`src/rtl/tick_timer_pkg.sv`:
```
package tick_timer_pkg;
  localparam int unsigned DATA_W = 16;
  localparam int unsigned ADDR_W = 3;
  localparam int unsigned PRE_W  = 4;

  localparam logic [ADDR_W-1:0] OFS_CTRL = 3'd0;
  localparam logic [ADDR_W-1:0] OFS_MOD  = 3'd2;
  localparam logic [ADDR_W-1:0] OFS_CNT  = 3'd4;

  // bit positions are software-visible
  localparam int unsigned B_EN   = 0;
  localparam int unsigned B_RLD  = 1;
  localparam int unsigned B_FLAG = 2;
  localparam int unsigned B_IE   = 3;
  localparam int unsigned B_OVW  = 4;
  localparam int unsigned B_DBG  = 5;
  localparam int unsigned B_DOZE = 6;
  localparam int unsigned B_PRE  = 8;

  typedef struct packed {
    logic [PRE_W-1:0] pre;
    logic             doze;
    logic             dbg;
    logic             ovw;
    logic             ie;
    logic             flag;
    logic             rld;
    logic             en;
  } ctrl_t;

  function automatic logic [DATA_W-1:0] ctrl_pack(ctrl_t c);
    logic [DATA_W-1:0] w;
    w = '0;
    w[B_EN]   = c.en;
    w[B_RLD]  = c.rld;
    w[B_FLAG] = c.flag;
    w[B_IE]   = c.ie;
    w[B_OVW]  = c.ovw;
    w[B_DBG]  = c.dbg;
    w[B_DOZE] = c.doze;
    w[B_PRE +: PRE_W] = c.pre;
    return w;
  endfunction

  function automatic ctrl_t ctrl_unpack(logic [DATA_W-1:0] w);
    ctrl_t c;
    c.en   = w[B_EN];
    c.rld  = w[B_RLD];
    c.flag = w[B_FLAG];
    c.ie   = w[B_IE];
    c.ovw  = w[B_OVW];
    c.dbg  = w[B_DBG];
    c.doze = w[B_DOZE];
    c.pre  = w[B_PRE +: PRE_W];
    return c;
  endfunction
endpackage

```
`src/rtl/tick_timer_prescaler.sv`:
```
module tick_timer_prescaler #(
  parameter int unsigned PRE_W     = 4,
  parameter int unsigned BASE_LOG2 = 1
) (
  input  logic             clk_i,
  input  logic             rst_ni,
  input  logic             run_i,
  input  logic             restart_i,
  input  logic [PRE_W-1:0] pre_i,
  output logic             tick_o
);
  localparam int unsigned PS_W = BASE_LOG2 + (1 << PRE_W) - 1;

  logic [PS_W-1:0] cnt_q;
  logic [PS_W:0]   span;
  logic [PS_W-1:0] term;

  always_comb begin
    span   = {{PS_W{1'b0}}, 1'b1} << (32'(pre_i) + BASE_LOG2);
    term   = PS_W'(span - 1'b1);
    tick_o = run_i && !restart_i && (cnt_q == term);
  end

  always_ff @(posedge clk_i or negedge rst_ni) begin
    if (!rst_ni)                       cnt_q <= '0;
    else if (restart_i || !run_i)      cnt_q <= '0;
    else if (tick_o)                   cnt_q <= '0;
    else                               cnt_q <= cnt_q + 1'b1;
  end
endmodule

```
`src/rtl/tick_timer_counter.sv`:
```
module tick_timer_counter #(
  parameter int unsigned CNT_W = 16
) (
  input  logic             clk_i,
  input  logic             rst_ni,
  input  logic             tick_i,
  input  logic             load_i,
  input  logic [CNT_W-1:0] load_val_i,
  input  logic             set_limit_i,
  input  logic [CNT_W-1:0] limit_val_i,
  output logic [CNT_W-1:0] count_o,
  output logic [CNT_W-1:0] limit_o,
  output logic             wrap_o
);
  logic [CNT_W-1:0] count_q, limit_q;

  assign wrap_o  = tick_i && !load_i && (count_q <= CNT_W'(1));
  assign count_o = count_q;
  assign limit_o = limit_q;

  always_ff @(posedge clk_i or negedge rst_ni) begin
    if (!rst_ni)      count_q <= '0;
    else if (load_i)  count_q <= load_val_i;
    else if (wrap_o)  count_q <= limit_q;
    else if (tick_i)  count_q <= count_q - 1'b1;
  end

  // free-run wrap value out of reset
  always_ff @(posedge clk_i or negedge rst_ni) begin
    if (!rst_ni)          limit_q <= '1;
    else if (set_limit_i) limit_q <= limit_val_i;
  end
endmodule

```
`src/rtl/tick_timer_regs.sv`:
```
module tick_timer_regs
  import tick_timer_pkg::*;
(
  input  logic              clk_i,
  input  logic              rst_ni,
  input  logic              wr_en_i,
  input  logic [ADDR_W-1:0] addr_i,
  input  logic [DATA_W-1:0] wdata_i,
  input  logic              wrap_i,
  output ctrl_t             ctrl_o,
  output logic [DATA_W-1:0] mod_o,
  output logic              restart_o,
  output logic              load_o,
  output logic [DATA_W-1:0] load_val_o,
  output logic              set_limit_o,
  output logic [DATA_W-1:0] limit_val_o
);
  ctrl_t             ctrl_q, ctrl_d, req;
  logic [DATA_W-1:0] mod_q;
  logic              wr_ctrl, wr_mod, light, heavy;
  logic [DATA_W-1:0] new_limit;

  always_comb begin
    wr_ctrl  = wr_en_i && (addr_i == OFS_CTRL);
    wr_mod   = wr_en_i && (addr_i == OFS_MOD);
    req      = ctrl_unpack(wdata_i);
    req.flag = ctrl_q.flag & ~wdata_i[B_FLAG];
    // only ie/flag moved: leave the counter running
    light = (req.en == ctrl_q.en) && (req.rld == ctrl_q.rld) &&
            (req.ovw == ctrl_q.ovw) && (req.dbg == ctrl_q.dbg) &&
            (req.doze == ctrl_q.doze) && (req.pre == ctrl_q.pre);
    heavy     = wr_ctrl && !light;
    new_limit = req.rld ? mod_q : '1;

    load_o      = heavy || (wr_mod && ctrl_q.ovw);
    load_val_o  = heavy ? new_limit : wdata_i;
    set_limit_o = heavy || (wr_mod && ctrl_q.rld);
    limit_val_o = heavy ? new_limit : wdata_i;
    restart_o   = load_o;

    ctrl_d = ctrl_q;
    if (wr_ctrl) ctrl_d = req;
    if (wr_mod)  ctrl_d.flag = 1'b0;
    if (wrap_i)  ctrl_d.flag = 1'b1;
  end

  always_ff @(posedge clk_i or negedge rst_ni) begin
    if (!rst_ni) begin
      ctrl_q <= '0;
      mod_q  <= '0;
    end else begin
      ctrl_q <= ctrl_d;
      if (wr_mod) mod_q <= wdata_i;
    end
  end

  assign ctrl_o = ctrl_q;
  assign mod_o  = mod_q;
endmodule

```
`src/rtl/tick_timer.sv`:
```
module tick_timer
  import tick_timer_pkg::*;
#(
  parameter int unsigned BASE_LOG2 = 1
) (
  input  logic              clk_i,
  input  logic              rst_ni,
  input  logic              wr_en_i,
  input  logic [ADDR_W-1:0] addr_i,
  input  logic [DATA_W-1:0] wdata_i,
  output logic [DATA_W-1:0] rdata_o,
  output logic              irq_o
);
  ctrl_t             ctrl_q;
  logic [DATA_W-1:0] mod_q, count, limit, load_val, limit_val;
  logic              restart, load, set_limit, tick, wrap;

  tick_timer_regs i_regs (
    .clk_i       (clk_i),
    .rst_ni      (rst_ni),
    .wr_en_i     (wr_en_i),
    .addr_i      (addr_i),
    .wdata_i     (wdata_i),
    .wrap_i      (wrap),
    .ctrl_o      (ctrl_q),
    .mod_o       (mod_q),
    .restart_o   (restart),
    .load_o      (load),
    .load_val_o  (load_val),
    .set_limit_o (set_limit),
    .limit_val_o (limit_val)
  );

  tick_timer_prescaler #(
    .PRE_W     (PRE_W),
    .BASE_LOG2 (BASE_LOG2)
  ) i_pre (
    .clk_i     (clk_i),
    .rst_ni    (rst_ni),
    .run_i     (ctrl_q.en),
    .restart_i (restart),
    .pre_i     (ctrl_q.pre),
    .tick_o    (tick)
  );

  tick_timer_counter #(
    .CNT_W (DATA_W)
  ) i_cnt (
    .clk_i       (clk_i),
    .rst_ni      (rst_ni),
    .tick_i      (tick),
    .load_i      (load),
    .load_val_i  (load_val),
    .set_limit_i (set_limit),
    .limit_val_i (limit_val),
    .count_o     (count),
    .limit_o     (limit),
    .wrap_o      (wrap)
  );

  always_comb begin
    unique case (addr_i)
      OFS_CTRL: rdata_o = ctrl_pack(ctrl_q);
      OFS_MOD:  rdata_o = mod_q;
      OFS_CNT:  rdata_o = count;
      default:  rdata_o = '0;
    endcase
  end

  assign irq_o = ctrl_q.flag && ctrl_q.ie;
endmodule

```
`config.mk`:
```
export PLATFORM = sky130hd
export DESIGN_NAME = tick_timer
export DESIGN_NICKNAME = d
export VERILOG_FILES = /design/src/rtl/tick_timer_pkg.sv /design/src/rtl/tick_timer_prescaler.sv /design/src/rtl/tick_timer_counter.sv /design/src/rtl/tick_timer_regs.sv /design/src/rtl/tick_timer.sv
export SDC_FILE = /design/constraint.sdc
export NUM_CORES = 1
export LEC_CHECK = 0
export ABC_AREA = 1
export BUFFER_PORTS_ARGS = -buffer_cell sky130_fd_sc_hd__buf_2
export CAP_MARGIN = 10
export CORE_ASPECT_RATIO = 0.7
export CORE_MARGIN = 2
export CORE_UTILIZATION = 50
export DETAILED_ROUTE_END_ITERATION = 8
export GPL_TIMING_DRIVEN = 0
export MAX_ROUTING_LAYER = met4
export PLACE_DENSITY = 0.68
export SETUP_SLACK_MARGIN = 0.15
export SLEW_MARGIN = 20
export SYNTH_ARGS = -nofsm -noshare
export SYNTH_HDL_FRONTEND = slang
export SYNTH_HIERARCHICAL = 1
export SYNTH_SLANG_ARGS = --single-unit
```
`constraint.sdc`:
```
create_clock -name clk_i -period 3 [get_ports clk_i]
set_input_delay 0.15 -clock clk_i [delete_from_list [all_inputs] [get_ports clk_i]]
set_output_delay 0.15 -clock clk_i [all_outputs]
set_load 0.005 [all_outputs]
```
==> summary.txt <==
Finish
  – Area grow syn2layout: 20.4%
  – Post-Route Utilization: 61.9%
  – Share of post-route cells with drive strength above 1: 29.2%
  – Commonest non-fill, non-tap cell in the layout: nand2_1
  – # fillers: 994
  – Antenna Cells: 0
  – Most frequent cells in the layout: nand2_1, nand3_1, inv_1
  – Fin area: approximately 7000 um2
  – Finished Layout Cells: just over 1000
  – Nets: slightly below 900

Power and ir drop
  – P_sw: 1.40 mW
  – Power, Total: approximately 3.7 mW
  – PwrDens: around 550 nW/um2
  – Combinational power share: approximately 33%
  – Share of power burned in registers: a little under two fifths
  – Leakage power: about 3.4 nW
  – Sw Share: a little under two fifths
  – Clock share of power: 28.4%
  – Peak supply drop: roughly 0.34 mV
  – P_int: 2.33 mW

Critical path
  – Crit path max-delay cell type: dfrtp_1
  – Crit start category: flop
  – Reg-to-Reg Start: i_regs/ctrl_o[1]$_DFFE_PN0P_
  – Setup CP Type: reg -> reg
  – WP data required: approximately 3.3 ns
  – R2r setup slk: -0.51 ns
  – Crit Reg-Reg Endpoint: i_cnt/count_o[13]$_DFFE_PN0P_
  – FF-to-FF path depth: 30
  – Worst path max stage delay: 0.42 ns
  – Worst EP arrival: around 3.8 ns
  – Crit-path most repeated cell: nand2_1
  – Crit path max fanout: 6
  – Crit end category: flop

Route
  – Number of DRC markers in iteration 0: between 500 and 600
  – Vias: between 5000 and 6000
  – DRC errors left: 0
  – Routed len/inst: around 18 um
  – Post-DRT Antenna Nets: 0
  – Final wirelength: between 15 and 20 mm
  – Vias per inst: 5.52
  – First drt pass iteration count: 5

CTS
  – Num CTS Buffers: 9
  – Max clock buf depth: 2
  – TritonCTS clock tree: yes
  – Clk sinks: 75
  – Root buf cell: clkbuf_16
  – CTS clk-pin slew, worst paths: around 0.060 ns
  – Skew-Pair Late Insertion Delay: about 0.34 ns
  – H-Tree Depth: 3

Floorplan
  – FP Rows: 32
  – Die height: roughly 93 um
  – Initial Util: 51.4%
  – Full die area: between 10000 and 15000 um2
  – Die X: 131 um
  – # IOs: 39
  – Core area: approximately 11000 um2

Placement
  – Placement Setup Slack: -0.981 ns
  – Routability congestion estimate: just over 1
  – Post-place instance area: approximately 6100 um2
  – Placed cells: roughly 970
  – Detail Placement HPWL: about 13 mm
  – PortBufs: 38

Global routing
  – First-pass GRT wire length: approximately 28 mm
  – Vias in the first global route: roughly 5300
  – Global route overflow: 0
  – Initial antenna violation count: 0
  – Largest net degree at the start of global routing: between 50 and 60
  – Total global-route track usage: 31.1%

STA
  – Worst Clk Skew: roughly 0.01 ns
  – Actual slew at the worst max-slew pin: a little under 0.7 ns
  – TNS Setup: -14.53 ns
  – Final worst-path cycle share: 117%
  – Worst Slack Setup Final: -0.512 ns
  – Slew headroom: 54.4%
  – Period minus WS final: roughly 3.5 ns
  – Unrepaired setup endpoints after global routing: true
  – Final hold vios: 0
  – Final Slew Violations: 0
  – Count of final setup violators: 33
  – Hold_ws: around 0.050 ns
  – Fmax: 0.285 GHz

Hold path
  – Hold path depth: 2
  – Hold Path End: i_regs/mod_o[14]$_DFFE_PN0N_
  – Worst hold start: wdata_i[14]
  – Hold Path Class: in -> reg

Synth
  – Synth warn: 6
  – Syn_nets: 800
  – Synth Register Bits: 75
  – Avg Synthesized Cell Area: 7.32 um2
  – Post-synth cell types: 39
  – Register area share after synthesis: 33.5%
  – Leading area contributor after synthesis: dfrtp_1
  – Yosys top cell area share: a little over a quarter
  – Cells after Synth: between 700 and 800
  – Post-synthesis cell area: 5660 um2
  – Area contributors post-synth: dfrtp_1, nand2_1, nand3_1

Run status
  – Failing checks: negative setup slack
  – Status: finished, violations left

Run
  – Max Cap Violations: 0
## cell families (layout without fill, tap and decap cells)
group / count (synthesis) / in the layout / share of synthesized area [%]
compound gates: 63 / 63 / 6.52
xor+xnor: 23 / 23 / 3.56
fa+ha+maj: 4 / 4 / 0.884
buf+inv: 132 / 219 / 12.1
flops: 75 / 75 / 33.5
mux: 15 / 15 / 2.98
other cells: 1 / 1 / 0.0662
simple gates: 461 / 461 / 40.4
## cells in the mapped netlist
library cell / instances
nand2_1: 205
nand3_1: 108
inv_1: 80
nor2_1: 64
dfrtp_1: 59
o21ai_0: 30
nand3_2: 23
buf_4: 22
a22oi_1: 16
dfstp_2: 16
or2_2: 16
xor2_1: 14
nand2_2: 12
o21ai_1: 10
buf_6: 9
mux2_1: 9
nand4_1: 9
xnor2_1: 9
buf_2: 8
clkbuf_1: 7
nor2_4: 7
mux2_2: 6
ha_1: 4
inv_2: 4
nand2_4: 4
nor2_8: 4
nor3_1: 3
a21oi_1: 2
buf_12: 2
nand3b_1: 2
o21a_1: 2
a211oi_1: 1
a21oi_2: 1
conb_1: 1
nand3_4: 1
nor2_2: 1
nor3_2: 1
nor4_1: 1
o21bai_1: 1
## layer usage
metal | track usage [%] | wire length (um) | vias to the layer above | share of wire [%]
met2 | 42.0 | 7070 | 320 | 39
li1 | - | - | 2642 | -
met4 | 6.97 | 206 | 0 | 1.1
met3 | 10.1 | 2170 | 25 | 12
met5 | - | 0 | - | 0
met1 | 45.2 | 8500 | 2612 | 47
## flip-flops by register name (all words and copies together), names as in the netlist
name           cells
i_pre/cnt_q       16
i_regs/ctrl_o     11
i_regs/mod_o      16
i_cnt/limit_o     16
i_cnt/count_o     16
## critical path: cells and delay by family (launching register included)
family | cells | cell delay, ns
and+or+nand+nor | 23 | 2.32
DFF | 1 | 0.42
AOI/OAI and AO/OA | 1 | 0.05
buffers and inverters | 6 | 0.65
## worst max-delay path by stage
stage | from | endpoint | slack (ns)
after global routing | i_regs/ctrl_o[0]$_DFFE_PN0P_ | i_cnt/count_o[13]$_DFFE_PN0P_ | -0.77
after floorplan | i_regs/ctrl_o[7]$_DFFE_PN0P_ | i_cnt/count_o[10]$_DFFE_PN0P_ | -0.08
final | i_regs/ctrl_o[1]$_DFFE_PN0P_ | i_cnt/count_o[13]$_DFFE_PN0P_ | -0.51
after global placement | i_regs/ctrl_o[6]$_DFFE_PN0P_ | i_cnt/count_o[8]$_DFFE_PN0P_ | -0.98
after CTS | i_regs/ctrl_o[0]$_DFFE_PN0P_ | i_cnt/count_o[8]$_DFFE_PN0P_ | -0.42
after detailed placement | i_regs/ctrl_o[8]$_DFFE_PN0P_ | i_cnt/count_o[8]$_DFFE_PN0P_ | -0.98
## power groups by stage
stage | sequential (mW) | combinational [mW] | clock, mW
floorplan | 1.38 | 0.841 | 0
global placement | 1.43 | 1.07 | 0
detailed placement | 1.45 | 1.11 | 0
CTS | 1.42 | 1.19 | 1.08
global route | 1.45 | 1.38 | 1.12
finish | 1.43 | 1.24 | 1.06
## layout make-up
class / count / area (um2) / share of cell area [%]
Multi-Input combinational cell: 567 / 3200 / 46.9
Sequential cell: 75 / 1900 / 27.9
Timing Repair Buffer: 71 / 531 / 7.78
Buffer: 48 / 387 / 5.67
Inverter: 84 / 320 / 4.70
Clock buffer: 12 / 256 / 3.76
Tap cell: 153 / 191 / 2.81
Clock inverter: 4 / 33.8 / 0.495
## what timing repair did
item / in CTS / in global routing
endpoints found under the setup margin: 33 / 33
gates resized for setup: 23 / 17
pin swaps: 16 / 21
gates cloned: 2 / 1
hold buffers: 1 / 0
buffers inserted: 25 / 3
hold endpoints to repair: 18 / 0
Power figures use the tool's default switching activity.
